<file path="src/rtl/spc_pkg.sv">
package spc_pkg;
  parameter int LLR_W   = 6;
  localparam int LLR_MAX = 2 ** (LLR_W - 1) - 1;

  typedef logic signed [LLR_W-1:0] llr_t;
  typedef logic        [LLR_W-2:0] mag_t;
  typedef logic signed [LLR_W+1:0] wide_t;

  typedef enum logic [2:0] {S_IDLE, S_LOAD, S_ROW, S_COL, S_DEC} dec_state_t;

  // clamp a wide sum into the symmetric range
  function automatic llr_t sat_wide(input wide_t s);
    if (s > wide_t'(LLR_MAX))       return llr_t'(LLR_MAX);
    else if (s < wide_t'(-LLR_MAX)) return llr_t'(-LLR_MAX);
    else                            return llr_t'(s);
  endfunction

  function automatic llr_t sat_add(input llr_t a, input llr_t b);
    wide_t s;
    s = wide_t'(a) + wide_t'(b);
    return sat_wide(s);
  endfunction

  function automatic mag_t mag_of(input llr_t v);
    llr_t a;
    a = (v < 0) ? -v : v;
    return a[LLR_W-2:0];
  endfunction

  function automatic llr_t make_llr(input logic neg, input mag_t m);
    llr_t v;
    v = llr_t'({1'b0, m});
    return neg ? -v : v;
  endfunction

  // full-precision three-way sum, 1 only when strictly positive
  function automatic logic decide(input llr_t c, input llr_t a, input llr_t b);
    wide_t s;
    s = wide_t'(c) + wide_t'(a) + wide_t'(b);
    return s > 0;
  endfunction
endpackage

</file>
<file path="src/rtl/spc_minsum.sv">
module spc_minsum
  import spc_pkg::*;
#(
  parameter int N = 4
) (
  input  logic [N*LLR_W-1:0] v_flat,
  output logic [N*LLR_W-1:0] e_flat
);
  localparam int IDX_W = (N > 1) ? $clog2(N) : 1;

  mag_t             min1, min2;
  logic [IDX_W-1:0] min1_idx;
  logic             parity;

  always_comb begin
    min1     = '1;
    min2     = '1;
    min1_idx = '0;
    parity   = 1'b0;
    for (int i = 0; i < N; i++) begin
      parity = parity ^ v_flat[i*LLR_W + LLR_W - 1];
      if (mag_of(v_flat[i*LLR_W +: LLR_W]) < min1) begin
        min2     = min1;
        min1     = mag_of(v_flat[i*LLR_W +: LLR_W]);
        min1_idx = IDX_W'(i);
      end else if (mag_of(v_flat[i*LLR_W +: LLR_W]) < min2) begin
        min2 = mag_of(v_flat[i*LLR_W +: LLR_W]);
      end
    end
  end

  for (genvar g = 0; g < N; g++) begin : g_out
    logic own_neg;
    mag_t other_min;
    assign own_neg   = v_flat[g*LLR_W + LLR_W - 1];
    assign other_min = (min1_idx == IDX_W'(g)) ? min2 : min1;
    assign e_flat[g*LLR_W +: LLR_W] = make_llr(parity ^ own_neg, other_min);
  end
endmodule

</file>
<file path="src/rtl/spc_ctrl.sv">
module spc_ctrl
  import spc_pkg::*;
#(
  parameter int N      = 4,
  parameter int ITER_W = 4
) (
  input  logic              clk,
  input  logic              rst_n,
  input  logic              start,
  input  logic              llr_valid,
  input  logic [ITER_W-1:0] iters_in,
  output logic              load_go,
  output logic              load_we,
  output logic [$clog2(N*N)-1:0] load_idx,
  output logic              row_step,
  output logic              col_step,
  output logic              dec_step,
  output logic [ITER_W-1:0] it_cnt,
  output logic [ITER_W-1:0] iters_q
);
  localparam int NN    = N * N;
  localparam int CNT_W = $clog2(NN);

  dec_state_t       state;
  logic [CNT_W-1:0] cnt;

  assign load_go  = (state == S_IDLE) && start;
  assign load_we  = (state == S_LOAD) && llr_valid;
  assign load_idx = cnt;
  assign row_step = (state == S_ROW);
  assign col_step = (state == S_COL);
  assign dec_step = (state == S_DEC);

  always_ff @(posedge clk or negedge rst_n) begin
    if (!rst_n) begin
      state   <= S_IDLE;
      cnt     <= '0;
      it_cnt  <= '0;
      iters_q <= '0;
    end else begin
      unique case (state)
        S_IDLE: if (start) begin
          state   <= S_LOAD;
          cnt     <= '0;
          it_cnt  <= '0;
          iters_q <= iters_in;
        end
        S_LOAD: if (llr_valid) begin
          cnt <= cnt + 1'b1;
          if (cnt == CNT_W'(NN - 1))
            state <= (iters_q == '0) ? S_DEC : S_ROW;
        end
        S_ROW: state <= S_COL;
        S_COL: begin
          it_cnt <= it_cnt + 1'b1;
          state  <= (it_cnt + 1'b1 == iters_q) ? S_DEC : S_ROW;
        end
        S_DEC:   state <= S_IDLE;
        default: state <= S_IDLE;
      endcase
    end
  end
endmodule

</file>
<file path="src/rtl/spc_prod_decoder.sv">
module spc_prod_decoder
  import spc_pkg::*;
#(
  parameter int N      = 4,
  parameter int ITER_W = 4
) (
  input  logic              clk,
  input  logic              rst_n,
  input  logic              start,
  input  logic [ITER_W-1:0] iters_in,
  input  logic              llr_valid,
  input  logic [LLR_W-1:0]  llr_in,
  output logic              done,
  output logic [N*N-1:0]    hard_out
);
  localparam int NN    = N * N;
  localparam int CNT_W = $clog2(NN);

  logic              load_go, load_we, row_step, col_step, dec_step;
  logic [CNT_W-1:0]  load_idx;
  logic [ITER_W-1:0] it_cnt, iters_q;

  llr_t chan  [NN];
  llr_t ext_r [NN];
  llr_t ext_c [NN];

  logic [N*LLR_W-1:0] row_v [N];
  logic [N*LLR_W-1:0] row_e [N];
  logic [N*LLR_W-1:0] col_v [N];
  logic [N*LLR_W-1:0] col_e [N];

  logic [NN*LLR_W-1:0] ext_r_flat, ext_c_flat;

  spc_ctrl #(.N(N), .ITER_W(ITER_W)) u_ctrl (
    .clk(clk), .rst_n(rst_n), .start(start), .llr_valid(llr_valid),
    .iters_in(iters_in), .load_go(load_go), .load_we(load_we),
    .load_idx(load_idx), .row_step(row_step), .col_step(col_step),
    .dec_step(dec_step), .it_cnt(it_cnt), .iters_q(iters_q)
  );

  for (genvar r = 0; r < N; r++) begin : g_row
    for (genvar c = 0; c < N; c++) begin : g_bit
      assign row_v[r][c*LLR_W +: LLR_W] = sat_add(chan[r*N+c], ext_c[r*N+c]);
      assign col_v[c][r*LLR_W +: LLR_W] = sat_add(chan[r*N+c], ext_r[r*N+c]);
      assign ext_r_flat[(r*N+c)*LLR_W +: LLR_W] = ext_r[r*N+c];
      assign ext_c_flat[(r*N+c)*LLR_W +: LLR_W] = ext_c[r*N+c];
    end
    spc_minsum #(.N(N)) u_row (.v_flat(row_v[r]), .e_flat(row_e[r]));
    spc_minsum #(.N(N)) u_col (.v_flat(col_v[r]), .e_flat(col_e[r]));
  end

  always_ff @(posedge clk or negedge rst_n) begin
    if (!rst_n) begin
      for (int k = 0; k < NN; k++) begin
        chan[k]  <= '0;
        ext_r[k] <= '0;
        ext_c[k] <= '0;
      end
      hard_out <= '0;
      done     <= 1'b0;
    end else begin
      done <= dec_step;
      for (int k = 0; k < NN; k++) begin
        if (load_go) begin
          ext_r[k] <= '0;
          ext_c[k] <= '0;
        end
        if (row_step) ext_r[k] <= row_e[k/N][(k%N)*LLR_W +: LLR_W];
        if (col_step) ext_c[k] <= col_e[k%N][(k/N)*LLR_W +: LLR_W];
        if (dec_step) hard_out[k] <= decide(chan[k], ext_r[k], ext_c[k]);
      end
      if (load_we) chan[load_idx] <= sat_add(llr_in, '0);
    end
  end
endmodule

</file>
<file path="config.mk">
export PLATFORM = sky130hd
export DESIGN_NAME = spc_prod_decoder
export DESIGN_NICKNAME = d
export VERILOG_FILES = /design/src/rtl/spc_pkg.sv /design/src/rtl/spc_minsum.sv /design/src/rtl/spc_ctrl.sv /design/src/rtl/spc_prod_decoder.sv
export SDC_FILE = /design/constraint.sdc
export NUM_CORES = 2
export LEC_CHECK = 0
export BUFFER_PORTS_ARGS = -buffer_cell sky130_fd_sc_hd__clkbuf_2
export CAP_MARGIN = 0
export CORE_MARGIN = 2
export CORE_UTILIZATION = 55
export CTS_CLUSTER_DIAMETER = 80
export DETAILED_ROUTE_END_ITERATION = 10
export GPL_ROUTABILITY_DRIVEN = 0
export PLACE_DENSITY = 0.71
export SLEW_MARGIN = 10
export SYNTH_ARGS = -nofsm -noshare
export SYNTH_HDL_FRONTEND = slang
export SYNTH_SLANG_ARGS = --single-unit
</file>
<file path="constraint.sdc">
create_clock -name clk -period 10.9 [get_ports clk]
set_clock_uncertainty 0.05 [all_clocks]
set_input_delay 2.18 -clock clk [delete_from_list [all_inputs] [get_ports clk]]
set_output_delay 2.18 -clock clk [all_outputs]
set_load 0.02 [all_outputs]
</file>
# After elaboration in Yosys (flattened, before gate mapping)
# Cells that the tools add are included.
# classes
n_reduce_logical	21
n_eq_ne	33
order_cmp	172
add_sub_neg	114
muxes	321
n_bitwise	57
# op_table
op	n
6-bit 2-to-1 mux	133
5-bit 2-to-1 mux	152
5-bit less-than comparator	48
6-bit by 6-bit adder with 7-bit output	32
7-bit by 6-bit greater-than comparator with 1-bit output (second input constant)	32
7-bit by 6-bit less-than comparator with 1-bit output (second input constant)	32
6-bit by 1-bit less-than comparator with 1-bit output (second input constant)	32
5-bit negation with 6-bit output	32
5-bit negation	32
7-bit by 6-bit adder with 8-bit output	16
8-bit by 1-bit greater-than comparator with 1-bit output (second input constant)	16
96-bit bitwise mux	1
1-bit XOR	56
5-bit less-than comparator (second input constant)	8
2-bit == test (second input constant)	16
2-bit 2-to-1 mux	16
6-bit demux with 4-bit select	1
2-bit by 1-bit == test with 1-bit output (second input constant)	8
2-bit logical NOT	8
4-bit case mux with 2 select lines	2
3-bit 2-to-1 mux	5
3-bit case mux with 4 select lines	1
4-bit by 1-bit adder with 4-bit output (second input constant)	2
1-bit 2-to-1 mux	8
other kinds (18)	29
# word_totals
reg_bits	320
in_bits	14

# Longest topological paths before layout
# depth
word_depth	22
ltp_mapped	53

# Hierarchy
# From an unflattened synthesis, not the netlist that was laid out.
# hier_totals
hier_cells	5323
hier_area_um2	43790.7
# by_module_without_submodules
mod	seq_area_each_um2	area_each_um2	cells_per_inst	instances
spc_prod_decoder	7632.3	24454.7	2689	1
spc_minsum at g_row[0].u_col ...	0.0	2311.0	318	6
spc_minsum at g_row[3].u_col	0.0	2367.3	328	1
spc_minsum at g_row[3].u_row	0.0	2319.7	329	1
spc_ctrl	375.4	783.3	69	1

# Worst setup path before layout
# Ideal clock, no wire load.
# synth_timing
path_type	register -> register
start	register chan[60] (netlist name)
end	register ext_r[68] (netlist name)
setup_ps	121
slack_ps	1674
required_ps	10729
arrival_time_ps	9055
period_less_slack_ps	9226
path_stages_with_launch	51
cell_sequence	dfrtp_1 -> ha_1 -> inv_1 -> fa_1 -> xor2_1 -> nand3_1 -> a21o_1 -> o21bai_1 -> a41oi_1 -> nor2_1 -> ha_1 -> inv_1 -> xnor2_1 -> o21ai_0 -> inv_1 -> ha_1 -> nor2_1 -> nand3_1 -> (+15 left out) -> ha_1 -> a21oi_1 -> nor2b_1 -> o21ai_0 -> nand2b_1 -> nor3_1 -> or3b_1 -> a311oi_1 -> a311o_1 -> nor3_1 -> a21oi_1 -> a2bb2oi_1 -> inv_1 -> ha_1 -> inv_1 -> nand2_1 -> xnor2_1 -> a22o_1
# synth_via
elab_chain_len	19
# synth_rtl
element	line	rtl
start: declaration	spc_prod_decoder.sv:23	llr_t chan [NN];
start signal: indexed assignment	spc_prod_decoder.sv:72	if (load_we) chan[load_idx] <= sat_add(llr_in, '0);
6-bit by 6-bit adder with 7-bit output (*)	spc_pkg.sv:20	s = wide_t'(a) + wide_t'(b);
7-bit by 6-bit less-than comparator with 1-bit output	spc_pkg.sv:14	else if (s < wide_t'(-LLR_MAX)) return llr_t'(-LLR_MAX);
6-bit 2-to-1 mux	spc_pkg.sv:14	
6-bit 2-to-1 mux (*)	spc_pkg.sv:13	if (s > wide_t'(LLR_MAX)) return llr_t'(LLR_MAX);
5-bit negation or 6-bit by 1-bit less-than comparator with 1-bit output (tied branches)	spc_pkg.sv:26	a = (v < 0) ? -v : v;
5-bit 2-to-1 mux	spc_pkg.sv:26	
5-bit less-than comparator	spc_minsum.sv:26	end else if (mag_of(v_flat[i*LLR_W +: LLR_W]) < min2) begin
5-bit 2-to-1 mux	spc_minsum.sv:26	
(+3 left out)	n/a	
5-bit 2-to-1 mux	spc_minsum.sv:22	if (mag_of(v_flat[i*LLR_W +: LLR_W]) < min1) begin
5-bit less-than comparator	spc_minsum.sv:26	
5-bit 2-to-1 mux	spc_minsum.sv:26	
5-bit 2-to-1 mux	spc_minsum.sv:22	
5-bit 2-to-1 mux	spc_minsum.sv:36	assign other_min = (min1_idx == IDX_W'(g)) ? min2 : min1;
5-bit negation with 6-bit output	spc_pkg.sv:33	return neg ? -v : v;
6-bit 2-to-1 mux (*)	spc_pkg.sv:33	
6-bit 2-to-1 mux (*)	spc_prod_decoder.sv:68	if (row_step) ext_r[k] <= row_e[k/N][(k%N)*LLR_W +: LLR_W];
end signal: indexed assignment	spc_prod_decoder.sv:68	
end: declaration	spc_prod_decoder.sv:24	llr_t ext_r [NN];
# Mark *: on every way between the ends. The rest lies on a longest branch, timed or not.
# A chain may end at the register's enable or synchronous reset.

# Worst setup path in the final report
# layout_timing
start	register chan[54] (netlist name)
end	register ext_c[35] (netlist name)
# layout_via
elab_chain_len	19
# layout_rtl
element	line	rtl
6-bit by 6-bit adder with 7-bit output (*)	spc_pkg.sv:20	
7-bit by 6-bit less-than comparator with 1-bit output	spc_pkg.sv:14	
6-bit 2-to-1 mux	spc_pkg.sv:14	
6-bit 2-to-1 mux (*)	spc_pkg.sv:13	
5-bit negation or 6-bit by 1-bit less-than comparator with 1-bit output (tied branches)	spc_pkg.sv:26	
5-bit 2-to-1 mux	spc_pkg.sv:26	
5-bit less-than comparator	spc_minsum.sv:26	
5-bit 2-to-1 mux	spc_minsum.sv:26	
(+3 left out)	n/a	
5-bit 2-to-1 mux	spc_minsum.sv:22	
5-bit less-than comparator	spc_minsum.sv:26	
5-bit 2-to-1 mux	spc_minsum.sv:26	
5-bit 2-to-1 mux	spc_minsum.sv:22	
5-bit 2-to-1 mux	spc_minsum.sv:36	
5-bit negation with 6-bit output	spc_pkg.sv:33	
6-bit 2-to-1 mux (*)	spc_pkg.sv:33	
6-bit 2-to-1 mux (*)	spc_prod_decoder.sv:69	if (col_step) ext_c[k] <= col_e[k%N][(k/N)*LLR_W +: LLR_W];
end signal: indexed assignment	spc_prod_decoder.sv:69	
end: declaration	spc_prod_decoder.sv:25	llr_t ext_c [NN];
# Marked as above.

==> flow_metrics.tcl <==
set metrics [dict create \
    drtPass1Iterations 8 \
    coreArea_sq_um 78700 \
    ctsRootBufferMaster "clkbuf_16" \
    cap_violations 0 \
    drv_slew 0 \
    end_kind "flop" \
    start_util_pct 55.4 \
    netlist_area_sq_um 43600 \
    cts_tree "built" \
    synth-edff-count 0 \
    top_layer_used "met5" \
    tightest_slew_ps 1180 \
    synthCells 5510 \
    clock_sinks 320 \
    n_fill_cell 7272 \
    yosysWarnings 0 \
    wl_per_cell_um 19.6 \
    htreeDepth 2 \
    setup_viol 0 \
    drcViolationCount 0 \
    grtUsageTotal_pct 31.2 \
    ctsHoldBuffers 0 \
    grt_pass1_vias 39200 \
    synthArstFlopShare_pct 100 \
    die_h_um 286 \
    period_share_pct 94.7 \
    yosys.area.top_type "dfrtp_1" \
    totalWireLength_um 130000 \
    dpl.hpwl_um 101000 \
    clk_latency_ps 600 \
    criticalPathCategory "flop to flop" \
    arrival_ps 10720 \
    fin_util_pct 59.3 \
    area_growth_pct 7.13 \
    row_count 103 \
    drt_iter0_drc 3245 \
    die_w_um 286 \
    synth_top_area_share_pct 18.4 \
    max-slew-margin-rel_pct 21.3 \
    cp-start-kind "flop" \
    drive_gt1_share_pct 7.52 \
    portBuffers 30 \
    hold_viol_final 0 \
    finalNetCount 6153 \
    slowest_stage "o311ai_0" \
    ys_seq_area_share_pct 18.4 \
    fin_crit_ps 10320 \
    cts_buffer_depth 3 \
    grt_overflow 0 \
    io_pins 31 \
    fmax_mhz 96.9 \
    wl_met2_um 58700 \
    die_area_sq_um 81600 \
    wl_met3_um 8200 \
    required_ps 11300 \
    layout_common_cells "nand2_1, ha_1, a21oi_1" \
    setup_tns_ps 0 \
    outcome "completed" \
    cts_buffers 43 \
    routed-via-count 41400 \
    grt_max_degree 158 \
    synthTopCellsByArea "dfrtp_1, ha_1, nand2_1" \
    clk_pin_slew_ps 60 \
    wl_met1_um 58300 \
    cp_max_fo 10 \
    rsz0062_at_grt "no" \
    synthFlopType "dfrtp_1" \
    final_common_cell "nand2_1" \
    antenna_found_initial 4 \
    hold_class "flop to flop" \
    via_per_inst 6.25 \
    ant_nets 0 \
    grt_pass1_wl_um 209000 \
    synth.distinct_cells 139 \
    syn_area_per_cell_sq_um 7.92 \
    ys_seq_elements 320 \
    critPathMaxStageDelay_ps 610 \
]
==> per-stage QoR <==
stage	hold slack (ps)	cells	area [sq um]	setup WS, ps
2_1_floorplan	401	5541	43700	1670
6_report	429	6624	46700	580
3_3_place_gp	413	6541	45100	591
5_1_grt	471	6621	46700	1.64
3_5_place_dp	414	6541	45100	396
4_1_cts	433	6620	46600	360
==> repair_timing <==
| action | in CTS | in global routing |
|---|---|---|
| endpoints found under the hold margin | 0 | 0 |
| resized for setup | 0 | 24 |
| endpoints found under the setup margin | 0 | 75 |
| setup buffers | 0 | 1 |
==> synthesized netlist by cell type, types with 27 or more instances <==
cell and count:
fa_1 48, nor3_1 102, o211ai_1 27, inv_1 397, nor3b_1 43, xor2_1 141, buf_2 27, dfrtp_1 320
a21o_1 168, a22o_1 30, nor2b_1 81, o21a_1 50, mux2_2 52, o21ai_0 393, nand2b_1 51, nand4_1 34
ha_1 554, o21bai_1 54, a21oi_1 408, o31ai_1 54, or3_1 34, mux2i_1 168, nor2_1 410, a31oi_1 93
and2_1 44, nand2_1 594, xnor2_1 220, a211oi_1 44, and3_1 29, o22ai_1 44, o21ai_1 68, clkbuf_1 100
nand3_1 73
==> cells by family (layout without fill, tap and decap cells) <==
kind of cell | count (synthesis) | in the layout | synth area share [%]
and+or+nand+nor | 1649 | 1649 | 18.2
DFF | 320 | 320 | 18.4
buffers and inverters | 544 | 574 | 4.83
other | 1 | 35 | 0.00860
xor gates and xnor gates | 362 | 362 | 7.29
muxes | 232 | 232 | 5.60
adders and majority gates | 609 | 609 | 18.3
AOI/OAI and AO/OA | 1793 | 1793 | 27.5
==> registers in the layout, indices dropped and copies added, names as in the netlist, 3 cells and up <==
register / flops
chan: 96
ext_c: 96
ext_r: 96
hard_out: 16
u_ctrl.it_cnt: 4
u_ctrl.iters_q: 4
u_ctrl.load_idx: 4
u_ctrl.state: 3
==> metal layers <==
layer / vias up / GRT usage (%)
met2: 1293 / 51.2
met5: - / 0
met1: 19600 / 42.4
met4: 2 / 11.0
met3: 284 / 3.72
li1: 20200 / -
==> worst max-delay path, delay by kind of cell, from the launching register on <==
kind | cells | cell delay [ps]
AO/OA/AOI/OAI | 20 | 5180
adder cells (fa/ha/maj) | 6 | 1810
AND/OR/NAND/NOR | 7 | 1180
buffers and inverters | 5 | 580
multiplexers | 1 | 550
XOR/XNOR | 2 | 430
flip-flops | 1 | 380
==> path summary, 6_finish.rpt <==
path                                          from                      end  slack [ps]  cells after the start
setup / recovery              chan[54]$_DFFE_PN0P_    ext_c[35]$_DFFE_PN0P_         580                     41
hold / removal             hard_out[6]$_DFFE_PN0P_  hard_out[6]$_DFFE_PN0P_         430                      2
setup reg to reg              chan[54]$_DFFE_PN0P_    ext_c[35]$_DFFE_PN0P_         580                     41
hold reg to reg            hard_out[6]$_DFFE_PN0P_  hard_out[6]$_DFFE_PN0P_         430                      2
max in group asynchronous                    rst_n  hard_out[2]$_DFFE_PN0P_        7710                      2
min in group asynchronous                    rst_n  hard_out[5]$_DFFE_PN0P_        1600                      1
==> final cells by class <==
type	instances	area (sq um)	area share [%]
inverters	409	1540	3.29
clock buffers	63	1290	2.77
multi-input cells	4677	33800	72.3
well taps	1050	1310	2.81
repair buffers	86	593	1.27
flip-flops and latches	320	8010	17.1
diodes	3	7.51	0.0161
clock inverters	16	205	0.439
Power is not shown: default switching activity piles up to over one toggle a cycle in this logic, so the estimate is an artifact.
